===== config.mk =====
export PLATFORM = sky130hd
export DESIGN_NAME = serial_audio_rx
export DESIGN_NICKNAME = d
export VERILOG_FILES = /design/src/rtl/serial_audio_rx_pkg.sv /design/src/rtl/sar_sync.sv /design/src/rtl/sar_edge.sv /design/src/rtl/sar_shift.sv /design/src/rtl/serial_audio_rx.sv
export SDC_FILE = /design/constraint.sdc
export NUM_CORES = 1
export LEC_CHECK = 0
export ABC_AREA = 1
export BUFFER_PORTS_ARGS = -buffer_cell sky130_fd_sc_hd__buf_4
export CORE_MARGIN = 1.5
export CORE_UTILIZATION = 52
export CTS_BUF_LIST = sky130_fd_sc_hd__clkbuf_16
export DETAILED_ROUTE_END_ITERATION = 10
export PLACE_DENSITY = 0.76
export SLEW_MARGIN = 20
export SYNTH_ARGS = -nofsm -noshare
export SYNTH_HDL_FRONTEND = slang
export SYNTH_HIERARCHICAL = 1
export SYNTH_SLANG_ARGS = --single-unit

===== constraint.sdc =====
create_clock -name clk -period 1.3 [get_ports clk]
set_input_delay 0.13 -clock clk [delete_from_list [all_inputs] [get_ports clk]]
set_output_delay 0.13 -clock clk [all_outputs]
set_load 0.05 [all_outputs]

===== src/rtl/serial_audio_rx_pkg.sv =====
package serial_audio_rx_pkg;

  typedef enum logic {
    CH_RIGHT = 1'b0,
    CH_LEFT  = 1'b1
  } chan_e;

  localparam int SYNC_STAGES_DEFAULT = 2;

endpackage


===== src/rtl/sar_sync.sv =====
module sar_sync #(
  parameter int WIDTH  = 3,
  parameter int STAGES = 2
) (
  input  logic             clk,
  input  logic             rst,
  input  logic [WIDTH-1:0] d_i,
  output logic [WIDTH-1:0] q_o
);

  logic [WIDTH-1:0] stage_q [STAGES];

  for (genvar g = 0; g < STAGES; g++) begin : g_stage
    if (g == 0) begin : g_first
      always_ff @(posedge clk) begin
        if (rst) stage_q[g] <= '0;
        else     stage_q[g] <= d_i;
      end
    end else begin : g_next
      always_ff @(posedge clk) begin
        if (rst) stage_q[g] <= '0;
        else     stage_q[g] <= stage_q[g-1];
      end
    end
  end

  assign q_o = stage_q[STAGES-1];

endmodule


===== src/rtl/sar_edge.sv =====
module sar_edge
  import serial_audio_rx_pkg::*;
#(
  parameter int STAGES = 2
) (
  input  logic  clk,
  input  logic  rst,
  input  logic  sck_s_i,
  input  logic  ws_s_i,
  input  logic  sd_s_i,
  output logic  sck_rise_o,
  output logic  ws_edge_o,
  output chan_e ws_ended_o,
  output logic  sd_o
);

  localparam int WARM_CYC = STAGES + 1;
  localparam int WARM_W   = $clog2(WARM_CYC + 1);

  logic [WARM_W-1:0] warm_q;
  logic              warm_done;
  logic              sck_d, ws_d, sd_d;

  assign warm_done = (warm_q == WARM_W'(WARM_CYC));

  always_ff @(posedge clk) begin
    if (rst) begin
      warm_q <= '0;
      sck_d  <= 1'b0;
      ws_d   <= 1'b0;
      sd_d   <= 1'b0;
    end else begin
      if (!warm_done) warm_q <= warm_q + 1'b1;
      sck_d <= sck_s_i;
      ws_d  <= ws_s_i;
      sd_d  <= sd_s_i;
    end
  end

  assign sck_rise_o = warm_done & sck_s_i & ~sck_d;
  assign ws_edge_o  = warm_done & (ws_s_i ^ ws_d);
  assign ws_ended_o = chan_e'(ws_d);
  assign sd_o       = sd_s_i;

  logic unused_sd;
  assign unused_sd = sd_d;

endmodule


===== src/rtl/sar_shift.sv =====
module sar_shift
  import serial_audio_rx_pkg::*;
#(
  parameter int WORD_W = 16
) (
  input  logic              clk,
  input  logic              rst,
  input  logic              sck_rise_i,
  input  logic              ws_edge_i,
  input  chan_e             ws_ended_i,
  input  logic              sd_i,
  output logic              word_stb_o,
  output chan_e             word_chan_o,
  output logic [WORD_W-1:0] word_o
);

  localparam int CNT_W = $clog2(WORD_W + 1);

  logic [WORD_W-1:0] sreg_q;
  logic [CNT_W-1:0]  cnt_q;
  logic              armed_q;

  always_ff @(posedge clk) begin
    if (rst) begin
      sreg_q      <= '0;
      cnt_q       <= '0;
      armed_q     <= 1'b0;
      word_stb_o  <= 1'b0;
      word_chan_o <= CH_RIGHT;
      word_o      <= '0;
    end else begin
      word_stb_o <= 1'b0;
      if (ws_edge_i) begin
        if (armed_q) begin
          word_stb_o  <= 1'b1;
          word_chan_o <= ws_ended_i;
          word_o      <= sreg_q;
        end
        armed_q <= 1'b1;
        sreg_q  <= '0;
        cnt_q   <= '0;
      end else if (sck_rise_i && (cnt_q < CNT_W'(WORD_W))) begin
        sreg_q <= {sreg_q[WORD_W-2:0], sd_i};
        cnt_q  <= cnt_q + 1'b1;
      end
    end
  end

  AST_BIT_LIMIT: assert property (@(posedge clk) disable iff (rst)
    cnt_q <= CNT_W'(WORD_W));

  AST_CLEAR_ON_EDGE: assert property (@(posedge clk) disable iff (rst)
    ws_edge_i |=> (cnt_q == '0));

endmodule


===== src/rtl/serial_audio_rx.sv =====
module serial_audio_rx
  import serial_audio_rx_pkg::*;
#(
  parameter int WORD_W      = 16,
  parameter int SYNC_STAGES = SYNC_STAGES_DEFAULT
) (
  input  logic              clk,
  input  logic              rst,
  input  logic              sck_i,
  input  logic              ws_i,
  input  logic              sd_i,
  output logic [WORD_W-1:0] left_o,
  output logic [WORD_W-1:0] right_o,
  output logic              valid_o
);

  localparam int LINES = 3;

  logic [LINES-1:0]  raw, synced;
  logic              sck_rise, ws_edge, sd_al;
  chan_e             ws_ended;
  logic              word_stb;
  chan_e             word_chan;
  logic [WORD_W-1:0] word;
  logic [WORD_W-1:0] left_hold_q;
  logic              have_left_q;

  assign raw = {sck_i, ws_i, sd_i};

  sar_sync #(.WIDTH(LINES), .STAGES(SYNC_STAGES)) i_sync (
    .clk (clk),
    .rst (rst),
    .d_i (raw),
    .q_o (synced)
  );

  sar_edge #(.STAGES(SYNC_STAGES)) i_edge (
    .clk        (clk),
    .rst        (rst),
    .sck_s_i    (synced[2]),
    .ws_s_i     (synced[1]),
    .sd_s_i     (synced[0]),
    .sck_rise_o (sck_rise),
    .ws_edge_o  (ws_edge),
    .ws_ended_o (ws_ended),
    .sd_o       (sd_al)
  );

  sar_shift #(.WORD_W(WORD_W)) i_shift (
    .clk         (clk),
    .rst         (rst),
    .sck_rise_i  (sck_rise),
    .ws_edge_i   (ws_edge),
    .ws_ended_i  (ws_ended),
    .sd_i        (sd_al),
    .word_stb_o  (word_stb),
    .word_chan_o (word_chan),
    .word_o      (word)
  );

  always_ff @(posedge clk) begin
    if (rst) begin
      left_hold_q <= '0;
      have_left_q <= 1'b0;
      left_o      <= '0;
      right_o     <= '0;
      valid_o     <= 1'b0;
    end else begin
      valid_o <= 1'b0;
      if (word_stb) begin
        if (word_chan == CH_LEFT) begin
          left_hold_q <= word;
          have_left_q <= 1'b1;
        end else if (have_left_q) begin
          left_o      <= left_hold_q;
          right_o     <= word;
          valid_o     <= 1'b1;
          have_left_q <= 1'b0;
        end
      end
    end
  end

  AST_VALID_SINGLE: assert property (@(posedge clk) disable iff (rst)
    valid_o |=> !valid_o);

  AST_HOLD_BETWEEN: assert property (@(posedge clk) disable iff (rst)
    !valid_o |-> ($stable(left_o) && $stable(right_o)));

endmodule


==> summary.txt, run 1 <==
Detailed routing
  – DR WL/cell: 12.1 um
  – Final ANT Viol Nets: 0
  – DRT iter0 DRCs: 173
  – Post-Route WL: 7980 um
  – Pre-antenna DRT Iters: 4
  – Residual DRC: 0
  – Vias/cell: 4.77
  – Vias: about 3,200

Critical path
  – Crit-path cells: ha_4, nand2_1, nor2_4, nor2_2, o21ai_0, nor2_1
  – Worst setup SP type: flop
  – Slowest CP cell: nor2_2
  – WP data arrival: 1.67 ns
  – R2r worst-path depth: 6
  – Reg2reg start: i_edge/warm_q[1]
  – Worst Setup SP: i_edge/warm_q[1]
  – Crit path capture: i_shift/sreg_q[6]
  – R2r setup slk: -0.09 ns
  – Worst R2R End: i_shift/sreg_q[6]
  – Setup CP Type: flop to flop
  – WP data required: 1.57 ns
  – Worst setup EP type: flop
  – CP Max Fanout: 10
  – Largest incremental delay on the critical path: 0.38 ns

Yosys
  – Syn_nets: 513
  – Seq/Total Area, Yosys: between 50% and 60%
  – Mapped cell area: 3720 sq um
  – Synth cell count leaders: nor2_1, nand2_1, dfxtp_1
  – Netlist cell types: 22
  – FF+latch count, synth: 100
  – Async S/R FF share, synth: 0%
  – Most common cell in the synthesized netlist: nor2_1
  – Post-synth EDFFs: 0
  – Synth area leaders: dfxtp_1, nor2_1, nand2_1, inv_1, o21ai_0
  – Synth Flop Type: dfxtp_1
  – Top-area cell type share of the netlist area: 53.9%
  – Post-synthesis area per instance: 7.34 sq um
  – Synth area leader: dfxtp_1
  – Cell count after synthesis: 506
  – Number of synthesis warnings: 6

Floorplanning
  – DIE AREA: 7660 sq um
  – Rows: 30
  – Die height: 87.5 um
  – Die Wd: 87.5 um
  – Initial Util: 54.1%
  – Boundary Pins: 38
  – Core footprint: 6870 sq um

Place
  – Dpl hpwl: 4220 um
  – GPL Wtd Cong: 0.765
  – # port buffers: 37
  – Post-Place Cells: 630

Worst hold path
  – Hold depth: 4
  – HP Class: input pin to flop

STA
  – Final Skew: 0.00965 ns
  – Setup Viol. Count Final: 37
  – Fmax: around 0.72 GHz
  – Slew HR: about 66%
  – Hold WS: approximately 0.14 ns
  – Fin crit share: 107%
  – Max-slew violations: 0
  – Final hold violation count: 0
  – Final worst setup slack: -0.0932 ns
  – RSZ-0062 raised after global routing: true
  – Post-route minimum period: 1.39 ns
  – Measured slew at the worst slew-check pin: 0.516 ns

Pwr
  – Switch share: about a fifth
  – Internal power: 5.27 mW
  – NetSw: 1.27 mW
  – Part of the power in registers: 47.9%
  – Clk pwr share: 48.1%
  – Lkg Pwr: 2.24 nW
  – Pwr dens: between 1000 and 1500 nW/um^2
  – Comb power frac: 4.0%
  – Worst vdd ir: 0.00101 V
  – Tot Pwr: 6.53 mW

GRT
  – Vias in the first global route: 2,910
  – Largest net degree at the start of global routing: 49
  – Gr ovfl total: 0
  – Total track usage: 21.4%
  – Initial antenna violation count: 0
  – First-pass GRT wire length: 12,700 um

Clocking
  – H-tree depth: 3
  – CTS Buf Count: 9
  – Clk buf depth: 2
  – Worst-Skew Late Latency: 0.34 ns
  – CTS clk-pin slew, worst paths: around 0.060 ns
  – Root Driver: clkbuf_16
  – CTS tree: done
  – Num Clock Sinks: 100

Finish
  – Final nets: between 500 and 600
  – Layout cells sized above 1: 22.2%
  – Fin cells: 660
  – Fillers: 547
  – Area grow syn2layout: 29.1%
  – # diodes: 0

Outcome
  – Failing checks: setup timing
  – Outcome: finished with violations

Flow run
  – Max cap viols: 0
[power groups by stage]
stage / logic [mW] / clock network (mW) / registers (mW)
after detailed placement: 0.189 / 0 / 3.18
after CTS: 0.230 / 3.17 / 3.13
after global routing: 0.290 / 3.30 / 3.13
after global placement: 0.183 / 0 / 3.18
after floorplan: 0.129 / 0 / 3.18
final: 0.260 / 3.15 / 3.13
[flip-flops by register name, indices dropped and copies added, names as in the netlist]
name	cells
i_shift/armed_q	1
i_shift/sreg_q	16
i_shift/cnt_q	5
valid_o	1
left_hold_q	16
i_shift/word_stb_o	1
i_shift/word_o	16
i_edge/sck_d	1
i_edge/ws_ended_o	1
right_o	16
i_sync/stage_q	6
i_shift/word_chan_o	1
i_edge/warm_q	2
left_o	16
have_left_q	1
[metal layers]
metal / vias to the layer above / part of all wire [%] / track usage, %
li1: 1634 / - / -
met1: 1443 / 44 / 25.6
met2: 63 / 51 / 37.3
met3: 11 / 3.9 / 4.24
met4: 0 / 1.2 / 9.09
met5: - / 0 / 0
[cell usage in the layout (no fill, tap or decap), drive strengths merged]
master and n:
a21oi 20, buf 59, bufinv 4, clkbuf 9
clkinv 1, dfxtp 100, dlygate4sd3 3, ha 2
inv 57, nand2 114, nand3 3, nor2 154
nor3 2, o21ai 36
[critical path, delay by kind of cell, from the launching register on]
kind | cells | cell delay [ns]
simple gates | 4 | 0.68
flops | 1 | 0.34
fa+ha+maj | 1 | 0.16
compound gates | 1 | 0.16
[worst min-delay path by stage]
stage	start	end
2_1_floorplan	rst	have_left_q
4_1_cts	rst	i_shift/cnt_q[3]
5_1_grt	rst	i_shift/cnt_q[4]
6_report	rst	i_shift/sreg_q[1]
3_3_place_gp	ws_i	i_sync/stage_q[0][1]
3_5_place_dp	ws_i	i_sync/stage_q[0][1]
[cell type report]
cell class	count	area (sq um)	share of cell area (%)
timing repair buffer	62	549	11.5
timing repair inverter	2	20.0	0.417
tap	96	120	2.50
inverter	54	213	4.44
clock inverter	6	129	2.69
sequential	100	2000	41.8
multi-input combinational	331	1540	32.0
clock buffer	9	225	4.70
[cell families after synthesis]
group / after synthesis / share of synthesized area, %
simple gates: 270 / 28.0
compound gates: 56 / 7.54
fa+ha+maj: 2 / 0.673
buf+inv: 78 / 9.87
flops: 100 / 53.9
[timing repair]
action | 4_1_cts | 5_1_grt
pin swaps | 11 | 4
buffers inserted | 2 | 5
cloned | 4 | 2
gates resized for setup | 34 | 32
setup endpoints to repair | 38 | 38
hold buffers | 3 | 0
endpoints found under the hold margin | 3 | 0
[per-stage QoR]
| stage | worst slack [ns] | setup TNS, ns | util [%] | cell area (sq um) |
|---|---|---|---|---|
| 3_5_place_dp | -0.606 | -11.94 | 59.7 | 4100 |
| 6_report | -0.0932 | -2.16 | 69.8 | 4800 |
| 4_1_cts | -0.116 | -2.12 | 68.3 | 4690 |
| 2_1_floorplan | 0.000508 | 0 | - | 3720 |
| 5_1_grt | -0.178 | -4.94 | 69.8 | 4800 |
| 3_3_place_gp | -0.523 | -10.09 | 59.7 | 4100 |
No activity file was read; power rests on OpenSTA's default activity.
==> inputs of run 2 (changes only) <==
--- a/config.mk
+++ b/config.mk
@@ -12,6 +12,7 @@
 export CTS_BUF_LIST = sky130_fd_sc_hd__clkbuf_16
 export DETAILED_ROUTE_END_ITERATION = 10
 export PLACE_DENSITY = 0.76
+export SKIP_CTS_REPAIR_TIMING = 1
 export SLEW_MARGIN = 20
 export SYNTH_ARGS = -nofsm -noshare
 export SYNTH_HDL_FRONTEND = slang
==> run 2 against run 1 <==
Effect of this change:
- the flow finishes with violations (hold timing, setup timing)
- setup slack lost 0.045 ns
- register-to-register slack got worse by 0.05 ns
- utilization is 2.5 points lower
- sequential power barely moved
- flip-flop and latch count unchanged
- final cell count fell by 1.5%
- highest routed layer unchanged
==> summary.txt, run 2 (synthesis results as in run 1) <==
Finish
  – Layout cells sized above 1: roughly 17%
  – Storage cell area: about 2000 sq um
  – Area grow syn2layout: 24.4%
  – Most frequent cells in the layout: nor2_1, nand2_1, dfxtp_1
  – Fillers: ~580
  – Commonest non-fill, non-tap cell in the layout: nor2_1
  – Final nets: 557
  – # diodes: 0
  – Final core utilization: 67.3%
  – Final Instance Area: 4620 sq um
  – Multi-input gate area: 1430 sq um
  – Fin cells: 650

Clocking
  – Worst-Skew Late Latency: about 0.34 ns
  – CTS tree: done
  – CTS clk-pin slew, worst paths: 0.06 ns
  – Clk buf depth: 2
  – CTS Buf Count: 9
  – Num Clock Sinks: 100
  – H-tree depth: 3
  – Root Driver: clkbuf_16

Critical path
  – Crit-path cells: ha_4, buf_6, inv_4, nor3_4, inv_2, nor2_4, buf_6, nand3_2, nand2_1, nor2_1
  – Slowest CP cell: dfxtp_2
  – Crit path depth: 10
  – Most used cell, CP: buf_6
  – Setup CP Type: flop to flop
  – R2r setup slk: -0.14 ns
  – CP Max Fanout: 4
  – Crit-path leading delay family: simple AND/OR/NAND/NOR gates
  – Buf/Inv on CP: 4
  – WP data arrival: 1.67 ns
  – Largest incremental delay on the critical path: 0.35 ns
  – WP data required: 1.53 ns
  – Worst setup SP type: flop
  – R2r worst-path depth: 10
  – Worst setup EP type: flop

GRT
  – Gr ovfl total: 0
  – First-pass GRT wire length: 11,800 um
  – Largest net degree at the start of global routing: 49
  – Initial antenna violation count: 0
  – Vias in the first global route: about 2,800
  – Total track usage: 19.5%

Flow run
  – Max cap viols: 0

Floorplanning
  – Die Wd: 87.5 um
  – Boundary Pins: 38
  – Initial Util: 54.1%
  – DIE AREA: 7660 sq um
  – Core footprint: 6870 sq um
  – Die height: 87.5 um
  – Rows: 30

STA
  – RSZ-0062 raised after global routing: true
  – Aggregate negative setup slack: -2.56 ns
  – Max-slew violations: 0
  – Final Skew: 0.00799 ns
  – Measured slew at the worst slew-check pin: 0.460 ns
  – Fmax: 0.695 GHz
  – Setup Viol. Count Final: 37
  – Hold WS: -0.00729 ns
  – Slew HR: 69.3%
  – Final worst setup slack: -0.139 ns
  – Post-route minimum period: 1.44 ns
  – Final hold violation count: 2
  – Fin crit share: 111%

Detailed routing
  – Pre-antenna DRT Iters: 4
  – Post-Route WL: 7320 um
  – DR WL/cell: 11.3 um
  – Vias: between 3,000 and 4,000
  – Residual DRC: 0
  – DRT iter0 DRCs: 148
  – Final ANT Viol Nets: 0
  – Vias/cell: between 4 and 5

Place
  – GPL Wtd Cong: 0.765
  – Dpl hpwl: 4220 um
  – # port buffers: 37
  – Post-Place Cells: 630
  – Setup WS pre-CTS: -0.606 ns
  – Post-placement cell area: 4100 sq um

Pwr
  – Lkg Pwr: approximately 2.2 nW
  – Pwr dens: 1410 nW/um^2
  – Worst vdd ir: 0.000796 V

Outcome
  – Failing checks: hold timing, setup timing
  – Outcome: finished with violations

Worst hold path
  – HP Class: input pin to flop
  – Hold depth: 3
## run 2: worst register-to-register path: cells and delay by family, from the launching register on
family,cells,cell delay [ns]
adder cells (fa/ha/maj),1,0.14
AND/OR/NAND/NOR,5,0.50
buffers and inverters,4,0.34
flip-flops,1,0.35
## run 2: path summary, 6_finish.rpt
check,startpoint,end
hold reg to reg,i_sync/stage_q[0][2],i_sync/stage_q[1][2]
hold / removal,ws_i,i_sync/stage_q[0][1]
setup / recovery,i_edge/warm_q[0],i_shift/cnt_q[3]
setup reg to reg,i_edge/warm_q[0],i_shift/cnt_q[3]
## run 2: per-stage QoR
step / hold slack [ns] / power, mW
floorplan: 0.199 / 3.31
global placement: 0.335 / 3.36
detailed placement: 0.339 / 3.37
CTS: -0.0115 / 6.48
global route: 0.00591 / 6.69
finish: -0.00729 / 6.50
## run 2: routing by layer
layer	GRT usage, %	up-vias	wire length [um]
li1	-	1614	-
met5	0	-	0
met4	6.49	0	74
met2	34.2	63	3680
met3	5.37	8	264
met1	23.0	1369	3310
## run 2: final cells by class
class	count	share of cell area (%)
repair inverters	1	0.244
multi-input cells	328	30.9
clock buffers	9	4.87
inverters	54	4.71
clock inverters	6	2.79
flip-flops and latches	100	43.4
well taps	96	2.60
repair buffers	56	10.5
## run 2: where the power goes
group | switching [mW] | internal (mW) | leakage [nW]
Clock | 1.09 | 2.05 | 0.177
Sequential | 0.0259 | 3.10 | 0.808
Combinational | 0.135 | 0.105 | 1.19
==> inputs of run 3 (changes only) <==
--- a/config.mk
+++ b/config.mk
@@ -5,13 +5,12 @@
 export SDC_FILE = /design/constraint.sdc
 export NUM_CORES = 1
 export LEC_CHECK = 0
-export ABC_AREA = 1
 export BUFFER_PORTS_ARGS = -buffer_cell sky130_fd_sc_hd__buf_4
 export CORE_MARGIN = 1.5
 export CORE_UTILIZATION = 52
 export CTS_BUF_LIST = sky130_fd_sc_hd__clkbuf_16
 export DETAILED_ROUTE_END_ITERATION = 10
-export PLACE_DENSITY = 0.76
+export PLACE_DENSITY = 0.75
 export SKIP_CTS_REPAIR_TIMING = 1
 export SLEW_MARGIN = 20
 export SYNTH_ARGS = -nofsm -noshare
==> run 3 against run 2 <==
Effect of this change:
- the flow finishes with violations (setup timing)
- worst hold slack improved by 0.012 ns
- critical path depth fell by 3
- sequential share of layout area fell by 1.8 points
- combinational power fell by 8%
- power fell by 8.6%
- setup slack improved by 0.093 ns
- count of clock-buffer cells in the layout did not move
- clock skew barely moved
- final cell count fell by 14%
- global-route usage fell by 1.4 points
- wire length fell by 0.61%
- highest routed layer unchanged
==> summary.txt, run 3 <==
Yosys
  – Netlist cell types: 28
  – Top-area cell type share of the netlist area: between 50% and 60%
  – Mapped cell area: 3980 sq um
  – Post-synth EDFFs: 0
  – Most common cell in the synthesized netlist: dfxtp_1
  – Post-synthesis area per instance: 9.46 sq um
  – Seq/Total Area, Yosys: 50.3%
  – Cell count after synthesis: 421
  – Synth area leaders: dfxtp_1, nand2b_1, mux2i_1, nand2_1, a21oi_1
  – Synth cell count leaders: dfxtp_1, nand2_1, nand2b_1
  – Number of synthesis warnings: 6
  – Synth Flop Type: dfxtp_1
  – Synth area leader: dfxtp_1
  – FF+latch count, synth: 100
  – Syn_nets: 428
  – Async S/R FF share, synth: 0%

Detailed routing
  – Post-Route WL: 7280 um
  – Vias/cell: 5.03
  – DR WL/cell: 13.1 um
  – Pre-antenna DRT Iters: 4
  – Final ANT Viol Nets: 0
  – Vias: between 2,000 and 3,000
  – DRT iter0 DRCs: 108
  – Residual DRC: 0

Pwr
  – Pwr dens: between 1000 and 1500 nW/um^2
  – Lkg Pwr: 1.75 nW
  – Tot Pwr: 5.95 mW
  – Worst vdd ir: 0.000685 V

Floorplanning
  – Die height: 90.5 um
  – Boundary Pins: 38
  – Die Wd: 90.5 um
  – Initial Util: 54.3%
  – Rows: 31
  – Core footprint: 7330 sq um
  – DIE AREA: 8190 sq um

GRT
  – Initial antenna violation count: 0
  – Largest net degree at the start of global routing: between 100 and 150
  – Total track usage: 18.1%
  – Gr ovfl total: 0
  – Vias in the first global route: 2,671
  – First-pass GRT wire length: 12,100 um

Critical path
  – WP data arrival: 1.62 ns
  – Worst setup EP type: flop
  – WP data required: roughly 1.6 ns
  – CP Max Fanout: 8
  – Worst setup SP type: flop
  – Setup CP Type: flop to flop

STA
  – Post-route minimum period: approximately 1.3 ns
  – Slew HR: 77.3%
  – Max-slew violations: 0
  – Setup Viol. Count Final: 20
  – Final hold violation count: 0
  – Fin crit share: 104%
  – Measured slew at the worst slew-check pin: approximately 0.34 ns
  – Final Skew: between 0.007 and 0.008 ns
  – Aggregate negative setup slack: -0.518 ns
  – RSZ-0062 raised after global routing: true
  – Fmax: between 0.7 and 0.8 GHz
  – Final worst setup slack: -0.0460 ns

Finish
  – Commonest non-fill, non-tap cell in the layout: dfxtp_1
  – Final nets: between 400 and 500
  – # diodes: 0
  – Most frequent cells in the layout: dfxtp_1, nand2b_1, nand2_1
  – Final core utilization: roughly 66%
  – Area grow syn2layout: 21.0%
  – Layout cells sized above 1: 25.1%

Worst hold path
  – HP Class: input pin to flop

Outcome
  – Failing checks: setup timing
  – Outcome: finished with violations

Clocking
  – CTS Buf Count: 9
  – CTS clk-pin slew, worst paths: 0.07 ns
  – Clk buf depth: 2
  – H-tree depth: 3
  – Worst-Skew Late Latency: roughly 0.34 ns
  – Num Clock Sinks: 100
  – CTS tree: done
  – Root Driver: clkbuf_16

Place
  – # port buffers: 37
  – Dpl hpwl: 4430 um
  – GPL Wtd Cong: 0.747

Flow run
  – Max cap viols: 0
run 3: cell count changes in the layout (fill, tap and decap cells not counted), moves of 24 or more:
cell / change
mux2i_1: +34
nand2_1: -56
inv_1: -48
nand2b_1: +65
o21ai_0: -24
nor2_1: -138
run 3: layout make-up:
cell class	count	area [sq um]
Timing Repair Buffer	54	487
Fill cell	599	2510
Clock buffer	9	225
Sequential cell	100	2000
Tap cell	99	124
Clock inverter	7	68.8
Multi-Input combinational cell	288	1910
run 3: per-stage QoR:
| step | cells | hold slack [ns] | setup slack [ns] | cell area [sq um] |
|---|---|---|---|---|
| 2_1_floorplan | 421 | 0.195 | -0.00948 | 4050 |
| 3_3_place_gp | 537 | 0.347 | -0.141 | 4370 |
| 3_5_place_dp | 537 | 0.347 | -0.193 | 4370 |
| 4_1_cts | 553 | -0.00879 | -0.207 | 4670 |
| 5_1_grt | 557 | 0.00356 | -0.112 | 4820 |
| 6_report | 557 | 0.00455 | -0.0460 | 4820 |
run 3: report_power, final:
part	switching [mW]	internal [mW]	total, mW
Combinational	0.104	0.117	0.221
Sequential	0.0205	3.09	3.11
Clock	1.13	1.49	2.61
run 3: cells by family after synthesis:
kind of cell	count (synthesis)	share of synthesized area [%]
mux	34	8.55
compound gates	69	11.7
fa+ha+maj	2	0.628
simple gates	179	22.7
xor+xnor	4	0.880
flops	100	50.3
buf+inv	33	5.25
run 3: worst paths after layout:
kind                   startpoint              endpoint  slack (ns)  depth (start not counted)
min reg2reg  i_sync/stage_q[1][0]     i_shift/sreg_q[0]        0.45                          2
max reg2reg      i_edge/warm_q[0]    i_shift/sreg_q[14]       -0.05                          7
min                         sck_i  i_sync/stage_q[0][2]       0.005                          2
max              i_edge/warm_q[0]    i_shift/sreg_q[14]       -0.05                          7
run 3: critical path, stage by stage, from the launching register on:
cell     delay (ns)
dfxtp_2        0.36
ha_4           0.16
nand2_4        0.05
nor2_4         0.14
nor2b_4        0.22
buf_6          0.17
nand2_1        0.06
a21oi_1        0.12
run 3: layer usage:
metal	global-route usage (%)	share of wire, %
met1	23.4	49
met2	28.8	47
met3	3.11	2.6
met4	9.13	1.8
met5	0	0
